### config.mk
export PLATFORM = sky130hd
export DESIGN_NAME = dram_bank_tracker
export DESIGN_NICKNAME = d
export VERILOG_FILES = /design/src/rtl/dram_bank_tracker.sv
export SDC_FILE = /design/constraint.sdc
export NUM_CORES = 2
export LEC_CHECK = 0
export BUFFER_PORTS_ARGS = -buffer_cell sky130_fd_sc_hd__buf_2
export CORE_UTILIZATION = 55
export CTS_BUF_LIST = sky130_fd_sc_hd__clkbuf_16
export DETAILED_ROUTE_END_ITERATION = 8
export PLACE_DENSITY_LB_ADDON = 0.08
export SYNTH_ARGS = -nofsm -noshare
export SYNTH_HDL_FRONTEND = slang
export SYNTH_SLANG_ARGS = --single-unit
### constraint.sdc
create_clock -name clk -period 12 [get_ports clk]
set_clock_uncertainty 0.05 [all_clocks]
set_input_delay 2.4 -clock clk [delete_from_list [all_inputs] [get_ports clk]]
set_output_delay 2.4 -clock clk [all_outputs]
set_load 0.1 [all_outputs]
### src/rtl/dram_bank_tracker.sv
module dram_bank_tracker #(
  parameter int NGRP = 4,
  parameter int BPG  = 4,
  parameter int ROWW = 17,
  parameter int TW   = 6
) (
  input  logic                      clk,
  input  logic                      rst_n,
  input  logic [NGRP*BPG-1:0]       req_valid,
  input  logic [2*NGRP*BPG-1:0]     req_cmd,
  input  logic [ROWW*NGRP*BPG-1:0]  req_row,
  input  logic [TW-1:0]             t_rcd,
  input  logic [TW-1:0]             t_rp,
  input  logic [TW-1:0]             t_rtp,
  input  logic [TW-1:0]             t_wtp,
  input  logic [TW-1:0]             t_rrd_l,
  input  logic [TW-1:0]             t_rrd_s,
  input  logic [TW-1:0]             t_ccd_l,
  input  logic [TW-1:0]             t_ccd_s,
  input  logic [TW-1:0]             t_wtr_l,
  input  logic [TW-1:0]             t_wtr_s,
  output logic [NGRP*BPG-1:0]       legal,
  output logic [NGRP*BPG-1:0]       grant,
  output logic [NGRP*BPG-1:0]       bad_act,
  output logic [NGRP*BPG-1:0]       bank_open,
  output logic [ROWW*NGRP*BPG-1:0]  open_rows
);
  localparam int NBANK = NGRP * BPG;
  localparam logic [1:0] C_ACT = 2'd0;
  localparam logic [1:0] C_RD  = 2'd1;
  localparam logic [1:0] C_WR  = 2'd2;
  localparam logic [1:0] C_PRE = 2'd3;

  logic [NBANK-1:0] open_q;
  logic [ROWW-1:0]  row_q  [NBANK];
  logic [TW-1:0]    actw_q [NBANK];
  logic [TW-1:0]    colw_q [NBANK];
  logic [TW-1:0]    prew_q [NBANK];
  logic [TW-1:0]    rrd_q  [NGRP];
  logic [TW-1:0]    ccd_q  [NGRP];
  logic [TW-1:0]    wtr_q  [NGRP];

  logic [NBANK-1:0] is_act;
  logic [NGRP-1:0]  grp_hit;
  logic [NGRP-1:0]  grp_act;
  logic [1:0]       iss_cmd;
  logic             iss_any;

  function automatic logic [TW-1:0] nxt(input logic [TW-1:0] cur, input logic ld,
                                        input logic [TW-1:0] t);
    logic [TW-1:0] d, l;
    d = (cur == '0) ? '0 : cur - 1'b1;
    l = (t == '0) ? '0 : t - 1'b1;
    return (ld && l > d) ? l : d;
  endfunction

  for (genvar b = 0; b < NBANK; b++) begin : g_bank
    localparam int G = b / BPG;
    logic [1:0] c;
    logic ok;
    assign c = req_cmd[2*b +: 2];
    assign is_act[b] = (c == C_ACT);
    always_comb begin
      case (c)
        C_ACT:   ok = !open_q[b] && actw_q[b] == '0 && rrd_q[G] == '0;
        C_RD:    ok = open_q[b] && colw_q[b] == '0 && ccd_q[G] == '0 && wtr_q[G] == '0;
        C_WR:    ok = open_q[b] && colw_q[b] == '0 && ccd_q[G] == '0;
        default: ok = !open_q[b] || prew_q[b] == '0;
      endcase
    end
    assign legal[b]   = req_valid[b] && ok;
    assign bad_act[b] = req_valid[b] && (c == C_ACT) && open_q[b];
    assign open_rows[ROWW*b +: ROWW] = row_q[b];


    act_opens_chk: assert property (@(posedge clk) disable iff (!rst_n)
      (grant[b] && c == C_ACT) |=> (open_q[b] && row_q[b] == $past(req_row[ROWW*b +: ROWW])));

    pre_closes_chk: assert property (@(posedge clk) disable iff (!rst_n)
      (grant[b] && c == C_PRE) |=> !open_q[b]);

    bad_act_hold_chk: assert property (@(posedge clk) disable iff (!rst_n)
      bad_act[b] |=> (open_q[b] && $stable(row_q[b])));

    col_open_chk: assert property (@(posedge clk) disable iff (!rst_n)
      (grant[b] && (c == C_RD || c == C_WR)) |-> open_q[b]);

    rcd_gap_chk: assert property (@(posedge clk) disable iff (!rst_n)
      (grant[b] && c == C_ACT && t_rcd > 1) |=> !(grant[b] && (c == C_RD || c == C_WR)));
  end

  for (genvar g = 0; g < NGRP; g++) begin : g_grp
    assign grp_hit[g] = |grant[g*BPG +: BPG];
    assign grp_act[g] = |(grant[g*BPG +: BPG] & is_act[g*BPG +: BPG]);

    rrd_long_chk: assert property (@(posedge clk) disable iff (!rst_n)
      (grp_act[g] && t_rrd_l > 1) |=> !grp_act[g]);
  end

  always_comb begin
    grant   = '0;
    iss_any = 1'b0;
    iss_cmd = C_ACT;
    for (int b = 0; b < NBANK; b++) begin
      if (legal[b] && !iss_any) begin
        grant[b] = 1'b1;
        iss_any  = 1'b1;
        iss_cmd  = req_cmd[2*b +: 2];
      end
    end
  end

  assign bank_open = open_q;


  grant_onehot_chk: assert property (@(posedge clk) disable iff (!rst_n) $onehot0(grant));

  always_ff @(posedge clk or negedge rst_n) begin
    if (!rst_n) begin
      open_q <= '0;
      for (int b = 0; b < NBANK; b++) begin
        row_q[b]  <= '0;
        actw_q[b] <= '0;
        colw_q[b] <= '0;
        prew_q[b] <= '0;
      end
      for (int g = 0; g < NGRP; g++) begin
        rrd_q[g] <= '0;
        ccd_q[g] <= '0;
        wtr_q[g] <= '0;
      end
    end else begin
      for (int b = 0; b < NBANK; b++) begin
        actw_q[b] <= nxt(actw_q[b], grant[b] && iss_cmd == C_PRE && open_q[b], t_rp);
        colw_q[b] <= nxt(colw_q[b], grant[b] && iss_cmd == C_ACT, t_rcd);
        prew_q[b] <= nxt(prew_q[b], grant[b] && (iss_cmd == C_RD || iss_cmd == C_WR),
                         (iss_cmd == C_WR) ? t_wtp : t_rtp);
        if (grant[b] && iss_cmd == C_ACT) begin
          open_q[b] <= 1'b1;
          row_q[b]  <= req_row[ROWW*b +: ROWW];
        end else if (grant[b] && iss_cmd == C_PRE && open_q[b]) begin
          open_q[b] <= 1'b0;
          row_q[b]  <= '0;
        end
      end
      for (int g = 0; g < NGRP; g++) begin
        rrd_q[g] <= nxt(rrd_q[g], iss_any && iss_cmd == C_ACT,
                        grp_hit[g] ? t_rrd_l : t_rrd_s);
        ccd_q[g] <= nxt(ccd_q[g], iss_any && (iss_cmd == C_RD || iss_cmd == C_WR),
                        grp_hit[g] ? t_ccd_l : t_ccd_s);
        wtr_q[g] <= nxt(wtr_q[g], iss_any && iss_cmd == C_WR,
                        grp_hit[g] ? t_wtr_l : t_wtr_s);
      end
    end
  end
endmodule

# ---- After elaboration in Yosys (flattened, before gate mapping)
# Index checks and enable logic that the tools add are counted.
dict set report word_totals {
  ff_bits 648
  latchBits 0
  ramBits 0
  rom_bits 0
  inputBits 382
  output_inout_bits 336
  elab_cells 967
  memories 0
}
dict set report classes {
  add_sub_neg 75
  mul 0
  div_mod_pow 0
  n_lt_le_gt_ge 60
  eq_ne 35
  n_shift 0
  mux 275
  n_bitwise 0
  n_reduce_logical 430
}
# operator count
set op_table {}
lappend op_table {{2-to-1 mux 6 bit} 148}
lappend op_table {{2-to-1 mux 17 bit} 32}
lappend op_table {{logical NOT 6 bit} 75}
lappend op_table {{subtractor 6 x 1 -> 6 bit, second input constant} 75}
lappend op_table {{greater-than comparator 6 bit} 60}
lappend op_table {{logical AND 1 bit} 270}
lappend op_table {{2-to-1 mux 1 bit} 63}
lappend op_table {{one-hot mux 1 bit (3 select lines)} 16}
lappend op_table {{equality test 2 bit, second input constant} 18}
lappend op_table {{equality test 2 x 1 -> 1 bit, second input constant} 17}
lappend op_table {{logical NOT 2 bit} 17}
lappend op_table {{2-to-1 mux 2 bit} 16}
lappend op_table {{nonzero test 2 bit} 16}
lappend op_table {{logical NOT 1 bit} 31}
lappend op_table {{logical OR 1 bit} 17}
lappend op_table {{OR reduction 4 bit} 4}

# ---- Longest topological paths before layout
dict set report logic_depth {
  depth_word 59
  depth_mapped 37
  mapped_depth_nobuf 30
}

# ---- Least setup slack after synthesis
# OpenSTA, ideal clock, no wires.
dict set report synth_timing {
  path_kind {input to register}
  startpoint {input port req_cmd[20]}
  endpoint {register prew_q[90] (netlist bit)}
  setup_ps 125
  arrival_time_ps 11109
  setup_slack_ps 717
  path_stages 24
  n_path_buf 3
  path_cell_list {o221ai_1 > nor3b_1 > nand2_1 > nor2_2 > a21oi_1 > and3_1 > a22oi_1 > ha_1 > clkbuf_1 > buf_4 > nor3_1 > a21oi_1 > nand4b_1 > nor2b_1 > clkbuf_1 > ha_1 > nor2b_1 > o21ai_0 > nand2b_1 > maj3_1 > maj3_1 > a21oi_1 > nor2_1 > mux2_2}
}
dict set report synth_via {
  elab_chain_cells 27
}
# element line
set synth_rtl {}
lappend synth_rtl {{start, declared} 10} ;# input logic [2*NGRP*BPG-1:0] req_cmd,
lappend synth_rtl {{equality test 2 bit, or another cell as far along} 64} ;# case (c)
lappend synth_rtl {{one-hot mux 1 bit (3 select lines) (*)} 64}
lappend synth_rtl {{logical AND 1 bit (*)} 71} ;# assign legal[b] = req_valid[b] && ok;
lappend synth_rtl {{named net legal[10]} 22} ;# output logic [NGRP*BPG-1:0] legal,
lappend synth_rtl {{logical AND 1 bit (*)} 105} ;# if (legal[b] && !iss_any) begin
lappend synth_rtl {{2-to-1 mux 1 bit} 105}
lappend synth_rtl {{logical NOT 1 bit} 105}
lappend synth_rtl {{logical AND 1 bit} 105}
lappend synth_rtl {{[12 not listed]} -}
lappend synth_rtl {{2-to-1 mux 2 bit (*)} 105}
lappend synth_rtl {{equality test 2 bit} {136, 137}}
lappend synth_rtl {{2-to-1 mux 6 bit} 137} ;# (iss_cmd == C_WR) ? t_wtp : t_rtp);
lappend synth_rtl {{subtractor 6 x 1 -> 6 bit or logical NOT 6 bit (tied branches)} 53} ;# l = (t == '0) ? '0 : t - 1'b1;
lappend synth_rtl {{2-to-1 mux 6 bit} 53}
lappend synth_rtl {{greater-than comparator 6 bit} 54} ;# return (ld && l > d) ? l : d;
lappend synth_rtl {{logical AND 1 bit} 54}
lappend synth_rtl {{2-to-1 mux 6 bit (*)} 54}
lappend synth_rtl {{end signal, assigned by index} 136} ;# prew_q[b] <= nxt(prew_q[b], grant[b] && (iss_cmd == C_RD || iss_cmd == C_WR),
lappend synth_rtl {{end, declared} 38} ;# logic [TW-1:0] prew_q [NBANK];
# The timed path passes the listed nets; every way through them passes the cells marked *.
# A chain may end at the register's enable or synchronous reset.

# ---- Final worst setup path
dict set report layout_timing {
  startpoint {input port req_cmd[0]}
  endpoint {register prew_q[90] (netlist bit)}
}
dict set report layout_via {
  elab_chain_cells 56
}
# element line
set layout_rtl {}
lappend layout_rtl {{equality test 2 bit, or another cell as far along} 64}
lappend layout_rtl {{one-hot mux 1 bit (3 select lines)} 64}
lappend layout_rtl {{logical AND 1 bit} 71}
lappend layout_rtl {{2-to-1 mux 1 bit} 105}
lappend layout_rtl {{logical NOT 1 bit} 105}
lappend layout_rtl {{logical AND 1 bit} 105}
lappend layout_rtl {{2-to-1 mux 1 bit} 105}
lappend layout_rtl {{logical NOT 1 bit} 105}
lappend layout_rtl {{[40 not listed]} -}
lappend layout_rtl {{2-to-1 mux 2 bit} 105}
lappend layout_rtl {{equality test 2 bit} {136, 137}}
lappend layout_rtl {{2-to-1 mux 6 bit} 137}
lappend layout_rtl {{subtractor 6 x 1 -> 6 bit or logical NOT 6 bit (tied branches)} 53}
lappend layout_rtl {{2-to-1 mux 6 bit} 53}
lappend layout_rtl {{greater-than comparator 6 bit} 54}
lappend layout_rtl {{logical AND 1 bit} 54}
lappend layout_rtl {{2-to-1 mux 6 bit (*)} 54}
# Mark *: on every way between the ends. The rest lies on a longest branch, timed or not.

==> impl_results.md <==
- Iter 0 DRT Violations: between 2k and 3k
- Clk slew on worst S/H paths: approximately 0.060 ns
- Final Hold Vio Count: 0
- # fillers: around 6.6k
- Die area: roughly 80,000 sq um
- Clk sinks: 648
- Initial antenna violation count: 20
- Ys flop type: dfrtp_1
- Switch share: 0.5361
- Clk_lat worst skew: around 0.65 ns
- GR peak layer: met2
- CTS tree: yes
- Synth Instances: about 4.5k
- Critical Path RT: between 10 and 15 ns
- M3 GR Usage: 0.1077
- RSZ-0062 raised after global routing: false
- Smallest hold slack: approximately 0.44 ns
- Port bufs: 717
- Max-Slew Margin vs Limit: 0.09788
- I/O pin count: just over 700
- Slowest-stage cell, CP: ha_1
- PwrDens: 333.0 nW/um^2
- Synthesis-stage register bit count: approximately 650
- Initial Util: 0.5553
- Vias/cell: 5.955
- Post-CTS Repair Setup Buffers: 0
- Final Setup Violations: 0
- Max-cap violations: 0
- Drt wl/cell: between 20 and 25 um
- Area occupied by multi-input gates: 25,930 sq um
- H-tree levels: 3
- Die Wd: 284.4 um
- Post-Syn Area: ~44,000 sq um
- CP max stage delay: roughly 1 ns
- Outcome: finished, final reports clean
- CP Data Arrival Time: between 10 and 15 ns
- Synthesized area per cell: 9.812 sq um
- Worst-Margin Slew: roughly 1.4 ns
- Global routing usage on met1: 0.4709
- Critical path class: in -> reg
- Min-delay worst type: reg -> reg
- GRT Resource Usage Total: 0.3566
- Fmax achieved: a little under 100 MHz
- Inst Count DP: 6,147
- Final Worst Setup Slack: 1.639 ns
- Register Area: approximately 16,000 sq um
- DIE HEIGHT: around 280 um
- Crit path max fanout: 17
- Dpl hpwl: between 100 and 150 mm
- CTS Buf Count: between 70 and 80
- Antenna Nets Post-Route: 0
- Setup WS pre-CTS: 1.193 ns
- Number of distinct library cells after synthesis: around 110
- Comb pwr share: 0.622
- Number of synthesized flops with an enable pin: 0
- Min Tclk post-route: roughly 10 ns
- CP dominant cell by count: ha_1
- Worst setup SP type: input pin
- Post-synthesis sequential area ratio: 0.3696
- Core area: 79,000 sq um
- Via count: 37.47k
- Max rail drop VDD: around 0.00036 V
- Pin count of the biggest net entering global routing: approximately 170
- Reg power frac: 0.245
- Placed Area: 48,520 sq um
- M2 GR Usage: 0.5480
- Sw power: a little over 9 mW
- Floorplan row count: between 100 and 150
- Nets: around 6.0k
- Number of max-slew violations in the final report: 0
- Mapped Nets: about 5.3k
- First-pass GRT wire length: ~220 mm
- Area grow syn2layout: 16.09%
- Total global routing overflow: 0
- Ratio of cells with drive above 1 in the final layout: 0.2037
- Post_cts resized: 0
- DRT Wirelength: 146.3 mm
- Setup TNS: 0 ns
- CTS Buffer Depth: 3
- Leak: about 26 nW
- Fin cells: 6,293
- Setup crit end kind: flip-flop
- Hold_buf cts: 0
- Post-route cell area: 50,930 sq um
- Remaining DRCs: 0
- Post-synth ARST share: 1.000
- Period utilization: 0.8634
- GP Congestion: 0.9711
- Internal power: roughly 7.9 mW
- First-pass DRT Iterations: 6
- Clock root cell: clkbuf_16
- Vias in the first global route: 36.54k
- Ys Warns: 0
- Clk pwr share: 0.134
[worst paths after layout]
path                                from        endpoint  slack (ns)  cells past startpoint
max                           req_cmd[0]      prew_q[90]        1.64                     27
min                        open_rows[53]   open_rows[53]        0.44                      1
max reg2reg                    wtr_q[12]      prew_q[90]        2.24                     29
min reg2reg                open_rows[53]   open_rows[53]        0.44                      1
max in group asynchronous          rst_n  open_rows[231]        7.77                      3
min in group asynchronous          rst_n   open_rows[59]        1.69                      1
[sequential cells by signal, indices dropped and copies added (netlist names)]
signal and count:
open_rows 272, colw_q 96, ccd_q 24, wtr_q 24, bank_open 16, rrd_q 24
actw_q 96, prew_q 96
[power groups by stage]
stage,clock (mW),sequential [mW],combinational [mW]
global placement,0,4.12,10.3
finish,2.26,4.15,10.5
CTS,2.29,4.12,10.5
detailed placement,0,4.13,10.5
global route,2.38,4.29,11.4
floorplan,0,7.10,5.22
[final cells by class]
type                       count  share of cell area
antenna                       10           0.0004914
timing repair buffer         770             0.07872
clock buffer                  76             0.03734
multi-input combinational   3399              0.5092
sequential                   648              0.3184
tap                         1050             0.02580
inverter                     280             0.02064
clock inverter                60            0.009361
[cells by family (layout without fill, tap and decap cells)]
family                   Yosys count  after routing  synth area share
buffers and inverters            424           1186           0.04013
XOR/XNOR                         181            181           0.03614
other                              0             10                 0
multiplexers                     428            428            0.1003
AND/OR/NAND/NOR                 1445           1445            0.1749
adder cells (fa/ha/maj)          467            467            0.1314
flip-flops                       648            648            0.3696
AO/OA/AOI/OAI                    878            878            0.1475
[metal layers]
metal  vias to the layer above  wire, um
met2                      1490     64330
met1                     18180     61520
li1                      17490         -
met4                        24      5962
met5                         -       241
met3                       298     14270
[metrics by stage]
step / utilization / total power, mW
after detailed placement: 0.6142 / 14.58
after global placement: 0.6142 / 14.38
after CTS: 0.6443 / 16.92
final: 0.6446 / 16.96
after global routing: 0.6445 / 18.10
after floorplan: - / 12.31
[worst max-delay path: cells and delay by family]
family                   cells  cell delay [ns]
adder cells (fa/ha/maj)      5             2.00
buffers and inverters        4             1.32
AO/OA/AOI/OAI                6             1.22
multiplexers                 2             0.72
AND/OR/NAND/NOR             10             3.15
[cells in the final DEF (no fill, tap or decap), types with 109 or more instances in the layout]
cell type  count
a22o_1       273
mux2i_1      344
buf_2        716
nor2_1       274
o21ai_0      120
nor3_1       170
inv_1        289
xor2_1       109
ha_1         433
a21oi_1      176
nand2b_1     135
dfrtp_1      648
nand2_1      370
[Yosys cell counts, drive strengths merged (109+ instances only)]
library cell / number / area share
nor2: 283 / 0.025
nor3: 178 / 0.022
nand2: 375 / 0.033
ha: 435 / 0.12
inv: 280 / 0.024
o21ai: 123 / 0.014
a21oi: 176 / 0.020
nor2b: 109 / 0.016
nand2b: 135 / 0.019
dfrtp: 648 / 0.37
xor2: 109 / 0.022
a22o: 273 / 0.055
mux2i: 349 / 0.080
No activity file was read; power rests on OpenSTA's default activity.
